### src/rtl/fci_pkg.sv
package fci_pkg;
   typedef enum logic [1:0] {M_ARRAY, M_IDENT, M_STATUS} rd_mode_t;
   typedef enum logic [1:0] {S_IDLE, S_PROG, S_ERASE} seq_t;

   localparam logic [7:0] OP_ARRAY   = 8'hFF;
   localparam logic [7:0] OP_IDENT   = 8'h90;
   localparam logic [7:0] OP_STATUS  = 8'h70;
   localparam logic [7:0] OP_CLEAR   = 8'h50;
   localparam logic [7:0] OP_PROG_A  = 8'h40;
   localparam logic [7:0] OP_PROG_B  = 8'h10;
   localparam logic [7:0] OP_ERASE   = 8'h20;
   localparam logic [7:0] OP_CONFIRM = 8'hD0;
   localparam logic [7:0] OP_SUSPEND = 8'hB0;

   localparam int ST_READY  = 7;
   localparam int ST_SUSP   = 6;
   localparam int ST_SEQERR = 4;
endpackage

### src/rtl/fci_bus_sync.sv
module fci_bus_sync #(
   parameter int ADDR_W = 12,
   parameter bit SYNC2  = 1'b1
) (
   input  logic              clk,
   input  logic              rst_n,
   input  logic              ce_n,
   input  logic              oe_n,
   input  logic              we_n,
   input  logic [ADDR_W-1:0] addr,
   input  logic [15:0]       din,
   output logic              wr_pulse,
   output logic              rd_active,
   output logic              rd_start,
   output logic [ADDR_W-1:0] addr_s,
   output logic [15:0]       din_s
);
   localparam int STAGES = SYNC2 ? 2 : 1;
   localparam int PW     = 3 + ADDR_W + 16;
   localparam logic [PW-1:0] RST_V = {3'b111, {(ADDR_W+16){1'b0}}};

   logic [PW-1:0] stg [STAGES];
   logic          ce_s, oe_s, we_s, we_prev, rd_prev;

   for (genvar i = 0; i < STAGES; i++) begin : g_stage
      if (i == 0) begin : g_first
         always_ff @(posedge clk or negedge rst_n)
            if (!rst_n) stg[0] <= RST_V;
            else        stg[0] <= {ce_n, oe_n, we_n, addr, din};
      end else begin : g_next
         always_ff @(posedge clk or negedge rst_n)
            if (!rst_n) stg[i] <= RST_V;
            else        stg[i] <= stg[i-1];
      end
   end

   assign {ce_s, oe_s, we_s, addr_s, din_s} = stg[STAGES-1];

   always_ff @(posedge clk or negedge rst_n)
      if (!rst_n) begin
         we_prev <= 1'b1;
         rd_prev <= 1'b0;
      end else begin
         we_prev <= we_s;
         rd_prev <= rd_active;
      end

   assign rd_active = !ce_s && !oe_s;
   assign rd_start  = rd_active && !rd_prev;
   assign wr_pulse  = we_s && !we_prev && !ce_s;
endmodule

### src/rtl/fci_wsm_stub.sv
module fci_wsm_stub #(
   parameter int BUSY_CYC = 64
) (
   input  logic clk,
   input  logic rst_n,
   input  logic prog_go,
   input  logic erase_go,
   input  logic susp_go,
   input  logic resume_go,
   output logic busy,
   output logic suspended,
   output logic erasing
);
   localparam int CW = $clog2(BUSY_CYC + 1);

   logic [CW-1:0] cnt;
   logic          is_erase;

   always_ff @(posedge clk or negedge rst_n)
      if (!rst_n) begin
         cnt       <= '0;
         is_erase  <= 1'b0;
         suspended <= 1'b0;
      end else if (prog_go || erase_go) begin
         cnt       <= CW'(BUSY_CYC);
         is_erase  <= erase_go;
         suspended <= 1'b0;
      end else if (susp_go && is_erase && cnt != '0) begin
         suspended <= 1'b1;
      end else if (resume_go && suspended) begin
         suspended <= 1'b0;
      end else if (cnt != '0 && !suspended) begin
         cnt <= cnt - 1'b1;
      end

   assign busy    = (cnt != '0) && !suspended;
   assign erasing = is_erase && (cnt != '0);
endmodule

### src/rtl/fci_decoder.sv
module fci_decoder
   import fci_pkg::*;
#(
   parameter int ADDR_W  = 12,
   parameter int BLOCK_W = 8
) (
   input  logic              clk,
   input  logic              rst_n,
   input  logic              wr_pulse,
   input  logic [ADDR_W-1:0] wr_addr,
   input  logic [15:0]       wr_data,
   input  logic              wsm_busy,
   input  logic              wsm_susp,
   input  logic              wsm_erasing,
   output rd_mode_t          mode,
   output logic              prog_go,
   output logic              erase_go,
   output logic              susp_go,
   output logic              resume_go,
   output logic [ADDR_W-1:0] go_addr,
   output logic [15:0]       go_data,
   output logic              seq_err
);
   localparam int BLK_HI = ADDR_W - BLOCK_W;

   seq_t              seq;
   logic [ADDR_W-1:0] pend_addr;
   logic [7:0]        op;
   logic              same_blk;

   assign op       = wr_data[7:0];
   assign same_blk = pend_addr[ADDR_W-1:BLOCK_W] == wr_addr[ADDR_W-1:BLOCK_W];

   always_ff @(posedge clk or negedge rst_n)
      if (!rst_n) begin
         mode      <= M_ARRAY;
         seq       <= S_IDLE;
         pend_addr <= '0;
         prog_go   <= 1'b0;
         erase_go  <= 1'b0;
         susp_go   <= 1'b0;
         resume_go <= 1'b0;
         go_addr   <= '0;
         go_data   <= '0;
         seq_err   <= 1'b0;
      end else begin
         prog_go   <= 1'b0;
         erase_go  <= 1'b0;
         susp_go   <= 1'b0;
         resume_go <= 1'b0;
         if (wr_pulse) begin
            if (wsm_busy) begin
               if (op == OP_SUSPEND && wsm_erasing) susp_go <= 1'b1;
            end else begin
               unique case (seq)
                  S_PROG: begin
                     seq  <= S_IDLE;
                     mode <= M_STATUS;
                     if (wr_addr == pend_addr) begin
                        prog_go <= 1'b1;
                        go_addr <= wr_addr;
                        go_data <= wr_data;
                     end else begin
                        seq_err <= 1'b1;
                     end
                  end
                  S_ERASE: begin
                     seq  <= S_IDLE;
                     mode <= M_STATUS;
                     if (op == OP_CONFIRM && same_blk) begin
                        erase_go <= 1'b1;
                        go_addr  <= {wr_addr[ADDR_W-1:BLOCK_W], {BLOCK_W{1'b0}}};
                     end else begin
                        seq_err <= 1'b1;
                     end
                  end
                  default: begin
                     case (op)
                        OP_ARRAY:  mode <= M_ARRAY;
                        OP_IDENT:  mode <= M_IDENT;
                        OP_STATUS: mode <= M_STATUS;
                        OP_CLEAR:  seq_err <= 1'b0;
                        OP_CONFIRM:
                           if (wsm_susp) begin
                              resume_go <= 1'b1;
                              mode      <= M_STATUS;
                           end
                        OP_PROG_A, OP_PROG_B:
                           if (!wsm_susp) begin
                              seq       <= S_PROG;
                              pend_addr <= wr_addr;
                           end
                        OP_ERASE:
                           if (!wsm_susp) begin
                              seq       <= S_ERASE;
                              pend_addr <= wr_addr;
                           end
                        default: ;
                     endcase
                  end
               endcase
            end
         end
      end

   if (BLK_HI < 1) begin : g_bad_blk
      $error("fci_decoder: BLOCK_W must be below ADDR_W");
   end
endmodule

### src/rtl/flash_cmd_if.sv
module flash_cmd_if
   import fci_pkg::*;
#(
   parameter int          ADDR_W   = 12,
   parameter int          BLOCK_W  = 8,
   parameter int          BUSY_CYC = 64,
   parameter bit          SYNC2    = 1'b1,
   parameter logic [15:0] MFR_CODE = 16'h00C2,
   parameter logic [15:0] DEV_CODE = 16'h22B5
) (
   input  logic              clk,
   input  logic              rst_n,
   input  logic              ce_n,
   input  logic              oe_n,
   input  logic              we_n,
   input  logic              byte_n,
   input  logic [ADDR_W-1:0] addr,
   input  logic [15:0]       din,
   input  logic [15:0]       arr_rdata,
   output logic [ADDR_W-1:0] arr_addr,
   output logic [15:0]       dout,
   output logic              dout_en,
   output logic              prog_req,
   output logic              erase_req,
   output logic [ADDR_W-1:0] req_addr,
   output logic [15:0]       req_data
);
   if (BLOCK_W < 1 || BLOCK_W >= ADDR_W) begin : g_chk_blk
      $error("flash_cmd_if: BLOCK_W out of range");
   end
   if (BUSY_CYC < 1) begin : g_chk_busy
      $error("flash_cmd_if: BUSY_CYC must be positive");
   end

   logic              wr_pulse, rd_active, rd_start;
   logic [ADDR_W-1:0] addr_s;
   logic [15:0]       din_s, rdata;
   rd_mode_t          mode;
   logic              susp_go, resume_go, seq_err;
   logic              busy, suspended, erasing;
   logic [7:0]        status, stat_latch;

   fci_bus_sync #(.ADDR_W(ADDR_W), .SYNC2(SYNC2)) u_sync (
      .clk(clk), .rst_n(rst_n), .ce_n(ce_n), .oe_n(oe_n), .we_n(we_n),
      .addr(addr), .din(din), .wr_pulse(wr_pulse), .rd_active(rd_active),
      .rd_start(rd_start), .addr_s(addr_s), .din_s(din_s)
   );

   fci_decoder #(.ADDR_W(ADDR_W), .BLOCK_W(BLOCK_W)) u_dec (
      .clk(clk), .rst_n(rst_n), .wr_pulse(wr_pulse), .wr_addr(addr_s),
      .wr_data(din_s), .wsm_busy(busy), .wsm_susp(suspended),
      .wsm_erasing(erasing), .mode(mode), .prog_go(prog_req),
      .erase_go(erase_req), .susp_go(susp_go), .resume_go(resume_go),
      .go_addr(req_addr), .go_data(req_data), .seq_err(seq_err)
   );

   fci_wsm_stub #(.BUSY_CYC(BUSY_CYC)) u_wsm (
      .clk(clk), .rst_n(rst_n), .prog_go(prog_req), .erase_go(erase_req),
      .susp_go(susp_go), .resume_go(resume_go), .busy(busy),
      .suspended(suspended), .erasing(erasing)
   );

   always_comb begin
      status = '0;
      status[ST_READY]  = !busy;
      status[ST_SUSP]   = suspended;
      status[ST_SEQERR] = seq_err;
   end

   always_ff @(posedge clk or negedge rst_n)
      if (!rst_n)        stat_latch <= 8'h80;
      else if (rd_start) stat_latch <= status;

   always_comb begin
      if (busy || mode == M_STATUS) rdata = {8'h00, stat_latch};
      else if (mode == M_IDENT)     rdata = addr_s[0] ? DEV_CODE : MFR_CODE;
      else                          rdata = arr_rdata;
      if (!byte_n) rdata[15:8] = 8'h00;
   end

   assign dout     = rdata;
   assign dout_en  = rd_active;
   assign arr_addr = addr_s;
endmodule

### config.mk
export PLATFORM = sky130hd
export DESIGN_NAME = flash_cmd_if
export DESIGN_NICKNAME = d
export VERILOG_FILES = /design/src/rtl/fci_pkg.sv /design/src/rtl/fci_bus_sync.sv /design/src/rtl/fci_wsm_stub.sv /design/src/rtl/fci_decoder.sv /design/src/rtl/flash_cmd_if.sv
export SDC_FILE = /design/constraint.sdc
export NUM_CORES = 1
export LEC_CHECK = 0
export ABC_AREA = 1
export CAP_MARGIN = 20
export CORE_MARGIN = 10
export CORE_UTILIZATION = 40
export DETAILED_ROUTE_END_ITERATION = 10
export PLACE_DENSITY = 0.65
export SLEW_MARGIN = 30
export SYNTH_ARGS = -nofsm -noshare
export SYNTH_HDL_FRONTEND = slang
export SYNTH_SLANG_ARGS = --single-unit
### constraint.sdc
create_clock -name clk -period 1.92 [get_ports clk]
set_clock_uncertainty 0.05 [all_clocks]
set_input_delay 0.384 -clock clk [delete_from_list [all_inputs] [get_ports clk]]
set_output_delay 0.384 -clock clk [all_outputs]
set_load 0.05 [all_outputs]
Word-level counts from Yosys, hierarchy flattened. Cells that the tools add are included. W data, S select, Z words.

Add/subtract/negate cells: 1. Eq/ne operators: 24. Mux-type cells: 41. Bitwise operators: 3. Reductions and logical operators: 36.

Operators by type and width (number): $eq A8 B8 Y1 const B (4); $mux W16 (2); $mux W7 (4); $eq A8 B7 Y1 const B (3); $mux W12 (2); $pmux W12 S2 (1); $mux W1 (22); $reduce_and A5 Y1 (4); $mux W14 (1); $eq A12 B12 Y1 (1); $logic_and A1 B1 Y1 (11); $mux W2 (5); $reduce_bool A3 Y1 (3); $eq A8 B5 Y1 const B (1); $eq A8 B6 Y1 const B (1); $mux W8 (1); $ne A2 B1 Y1 const B (4); $pmux W2 S4 (1); $reduce_and A4 Y1 (2); $reduce_bool A7 Y1 (1); $sub A7 B1 Y7 const B (1); $logic_not A1 Y1 (6); $ne A3 B3 Y1 const B (2); $reduce_bool A5 Y1 (1); other kinds (13) (21).

Flip-flop bits (word level): 125. Bits of input ports: 50. Output and inout port bits: 59. Logic and storage cells: 123.

Longest topological paths before layout.
Depth in word-level cells: 6. Mapped depth: 13. Depth with buffers taken out: 12.

By module. Synthesis repeated with hierarchy kept, for this count alone.

Cell total of the unflattened synthesis: 566. Area, all modules: 5360.1 um^2.

By module, submodules not included: fci_decoder (instances 1, cells an instance 326, area an instance 2563.7 um^2, sequential area each 1226.2 um^2); fci_bus_sync (instances 1, cells an instance 99, area an instance 1854.3 um^2, sequential area each 1610.3 um^2); fci_wsm_stub (instances 1, cells an instance 78, area an instance 593.1 um^2, sequential area each 225.2 um^2); flash_cmd_if (instances 1, cells an instance 63, area an instance 349.1 um^2, sequential area each 76.3 um^2).

Least setup slack after synthesis. OpenSTA, ideal clock, no wires.

Kind: register -> output. Start point: register u_wsm.cnt[0]. End point: output port dout[10]. Arrival: 2.403 ns. Required time: 1.486 ns. Path slack: -0.917 ns. Cell stages (with the launch flop): 10. Buffers on the path: 1. Cells stage by stage: dfrtp_1 > inv_1 > ha_1 > inv_1 > nor2_1 > nand3_2 > nand2_2 > nand2_1 > clkbuf_1 > nor3b_1.

Cells in the longest elaborated chain, start to end: 5.

Ends and longest elaborated chain: start, declared (RTL line fci_wsm_stub.sv:16) `logic [CW-1:0] cnt;`; start signal, assigned (RTL line fci_wsm_stub.sv:25) `cnt <= CW'(BUSY_CYC);`; start signal, assigned (RTL line fci_wsm_stub.sv:33) `cnt <= cnt - 1'b1;`; $reduce_bool A7 Y1 (RTL line fci_wsm_stub.sv:36) `assign busy = (cnt != '0) && !suspended;`; $logic_and A1 B1 Y1 (RTL line fci_wsm_stub.sv:36); $logic_or A1 B1 Y1 (RTL line flash_cmd_if.sv:75) `if (busy || mode == M_STATUS) rdata = {8'h00, stat_latch};`; $mux W16 (RTL line flash_cmd_if.sv:75); $mux W8 (RTL line flash_cmd_if.sv:78) `if (!byte_n) rdata[15:8] = 8'h00;`; end, declared (RTL line flash_cmd_if.sv:21) `output logic [15:0] dout,`.

Every way passes these cells.

Final worst setup path.
Start point: register u_wsm.cnt[0]. End point: output port dout[8].

The elaborated chain is that of the path after synthesis.

==> flow_summary_export.csv <==
group,metric,value,unit
routing,wl_per_cell,15.18,um
clock_tree,cts_tree,"yes",
clock_tree,cts_buffer_depth,2,
setup_path,cp_max_fo,6,
power,p_per_area,931.9,nW/um2
clock_tree,clkSinkCount,125,
timing,setup_ws,-462.4,ps
run_status,violations,"setup timing",
floorplanning,dieWidth,131.8,um
yosys,syn_nets,559,
setup_path,crit_path_frequent_cell,"inv_2",
cells_and_area,synthToLayoutAreaGrowth,55.46,%
floorplanning,row_count,40,
routing,first_pass_iters,4,
setup_path,slowest_stage,"dfrtp_1",
power,power_frac_comb,14.8,%
cells_and_area,n_antenna_cell,0,
routing,met1_length,5617,um
yosys,yosysUniqueCellTypes,35,
yosys,ys_seq_area_share,62.72,%
routing,initialDrtViolationCount,177,
cells_and_area,post-route-util,64.23,%
worst_hold_path,hold_class,"reg -> reg",
power,total_power,7.249,mW
routing,met2WireLength,6346,um
floorplanning,ios,109,
setup_path,cp-end-kind,"output port",
cells_and_area,fin_nets,716,
clock_tree,cts-root-buf,"clkbuf_16",
setup_path,cpPeakStageDelay,390,ps
clock_tree,clkLatencyLatePin,410,ps
yosys,synth_area_leaders,"dfrtp_1, nand2_1, dfstp_2, inv_1, nand3_1",
timing,max_freq,0.4197,GHz
routing,routed-wl-met3,626,um
routing,wl,12790,um
setup_path,arrival,1950,ps
cells_and_area,layout-drive-gt1-share,35.26,%
floorplanning,design.die.area,17380,um2
clock_tree,cts_buffers,17,
yosys,synth_edf_count,0,
timing,setup_tns,-11470,ps
setup_path,required,1490,ps
setup_path,path_buf_inv,4,
clock_tree,clk_pin_slew,60,ps
global_route,gr-total-overflow,0,
power,intPower,5.378,mW
global_route,grt_pass1_vias,4143,
global_route,grt_max_degree,79,
yosys,yosysTopAreaCell,"dfrtp_1",
setup_path,cp_cell_sequence,"inv_2, ha_4, inv_2, nor2_2, nand3_2, nand2_4, nand2_8, buf_6, nor3b_4, buf_12",
placement,place_inst,788,
routing,ant_nets,0,
setup_path,path_class,"reg -> out",
timing,slew_headroom,72.50,%
timing,period_needed,2382,ps
placement,place.port_buffers,108,
yosys,syn_area,5004,um2
setup_path,crit_family,"simple AND/OR/NAND/NOR gates",
power,irDropWorstVdd,0.6097,mV
power,clockPowerShare,44.9,%
routing,avgViaCountPerCell,4.647,
routing,vias,3917,
placement,dp_hpwl,8643,um
yosys,ys.flop_type,"dfrtp_1",
yosys,ys_async_sr_fraction,100.0,%
run,maxCapViolCount,0,
power,switching_share,25.82,%
floorplanning,start_util,41.31,%
run_status,status,"finished, violations left",
timing,rsz0062_at_grt,"yes",
yosys,syn_inst,505,
routing,drc,0,
timing,slew_violations,0,
yosys,synth_top_area_share,58.51,%
yosys,synth_area_per_cell,9.908,um2
timing,fin_crit_sh,124.1,%
yosys,synth-seq-cells,125,
timing,tightest_slew,411.2,ps
global_route,antenna_found_initial,0,
power,p_leak,3.687,nW
timing,hold_violations,0,
cells_and_area,fin_cells,843,
cells_and_area,final_cell_mix,"dfrtp_1, nand2_1, buf_4",
global_route,groute.usage.overall,14.51,%
routing,top_layer,"met4",
floorplanning,die_y,131.8,um
power,p_sw,1.872,mW
global_route,grt_pass1_wl,20690,um
power,p_seq_share,40.3,%
clock_tree,htree_levels,4,
yosys,synth.yosys.warnings,0,
setup_path,critPathLaunchType,"flop",
placement,pre_cts_slack,-118.6,ps
timing,final-setup-viol-count,63,
cells_and_area,layout_commonest_cell,"dfrtp_1",
placement,place.gp.congestion,0.8607,
floorplanning,coreArea,12110,um2
-- area by class of cell --
type	instances	area, um2
fillers	932	4333
flip-flops and latches	125	3138
multi-input cells	303	1871
repair buffers	158	1732
clock buffers	17	425.4
inverters	57	216.5
well taps	168	210.2
clock inverters	15	186.4
-- synthesized netlist by cell type (6+ instances only) --
master   number
a21oi_1       7
nand3_1      37
o21ai_0      14
dfstp_2       8
o21ai_2       8
nand2_1     142
nor3b_1       6
inv_1        55
buf_4        14
dfrtp_1     117
nor2_1       29
o21ai_1       8
-- path summary, 6_finish.rpt --
check	from	slack, ps	depth (start not counted)	endpoint
worst max-delay path	u_wsm.cnt[0]	-460	10	dout[8]
worst min-delay path	u_sync.stg[39]	300	0	u_sync.din_s[8]
worst max register to register	u_wsm.cnt[0]	-200	14	u_dec.seq[1]
worst min register to register	u_sync.stg[39]	300	0	u_sync.din_s[8]
max in group asynchronous	rst_n	940	3	u_sync.stg[61]
min in group asynchronous	rst_n	460	3	u_dec.pend_addr[4]
-- power groups by stage --
| stage | clock [mW] | combinational (mW) | sequential [mW] |
|---|---|---|---|
| after floorplan | 0 | 0.456 | 2.96 |
| after global placement | 0 | 0.866 | 2.94 |
| after detailed placement | 0 | 0.890 | 2.95 |
| after CTS | 3.31 | 0.960 | 2.91 |
| after global routing | 3.42 | 1.17 | 2.94 |
| final | 3.26 | 1.07 | 2.92 |
-- metrics by stage --
step	hold WS (ps)	cell area (um2)
2_1_floorplan	38.41	5170
3_3_place_gp	281.7	6635
3_5_place_dp	284.7	6635
4_1_cts	297.2	7503
5_1_grt	301.2	7779
6_report	296.5	7779
-- worst register-to-register path, cell delays in order (launching register included) --
cell     delay, ps
dfrtp_1        390
inv_2           90
ha_4           130
inv_2           30
nor2_2          80
nand3_2        110
buf_4          160
buf_6          100
buf_4          160
a21oi_4        180
buf_12         150
buf_12         150
buf_12         130
nand4_1         90
nand2_1         80
-- state kept, by name, summed over array words and instances (netlist names), 2 cells and up --
name,count
u_dec.go_addr,12
u_dec.pend_addr,12
u_sync.din_s,16
u_dec.go_data,16
u_wsm.cnt,7
u_sync.stg,32
u_dec.seq,2
u_sync.addr_s,12
u_dec.mode,2
stat_latch,3
-- metal layers --
layer	global-route usage (%)	up-vias
met5	0	-
met4	6.613	0
met3	4.154	15
met2	24.16	115
met1	16.95	1881
li1	-	1906
-- cell families (layout without fill, tap and decap cells) --
family | after synthesis | in the layout | synth area share [%]
AOI/OAI and AO/OA | 44 | 44 | 5.477
xor gates and xnor gates | 8 | 8 | 1.400
adders and majority gates | 4 | 4 | 1.000
buffers and inverters | 79 | 247 | 7.477
DFF | 125 | 125 | 62.72
muxes | 1 | 1 | 0.2250
and+or+nand+nor | 244 | 246 | 21.70
-- timing repair --
action                     in CTS  in global routing
pin swaps                      12                 14
gates cloned                    3                  3
gates resized for setup        26                 42
hold endpoints to repair      113                  0
setup endpoints to repair      36                 66
hold buffers                    1                  0
buffers inserted                8                  8
No activity file was read; power rests on OpenSTA's default activity.
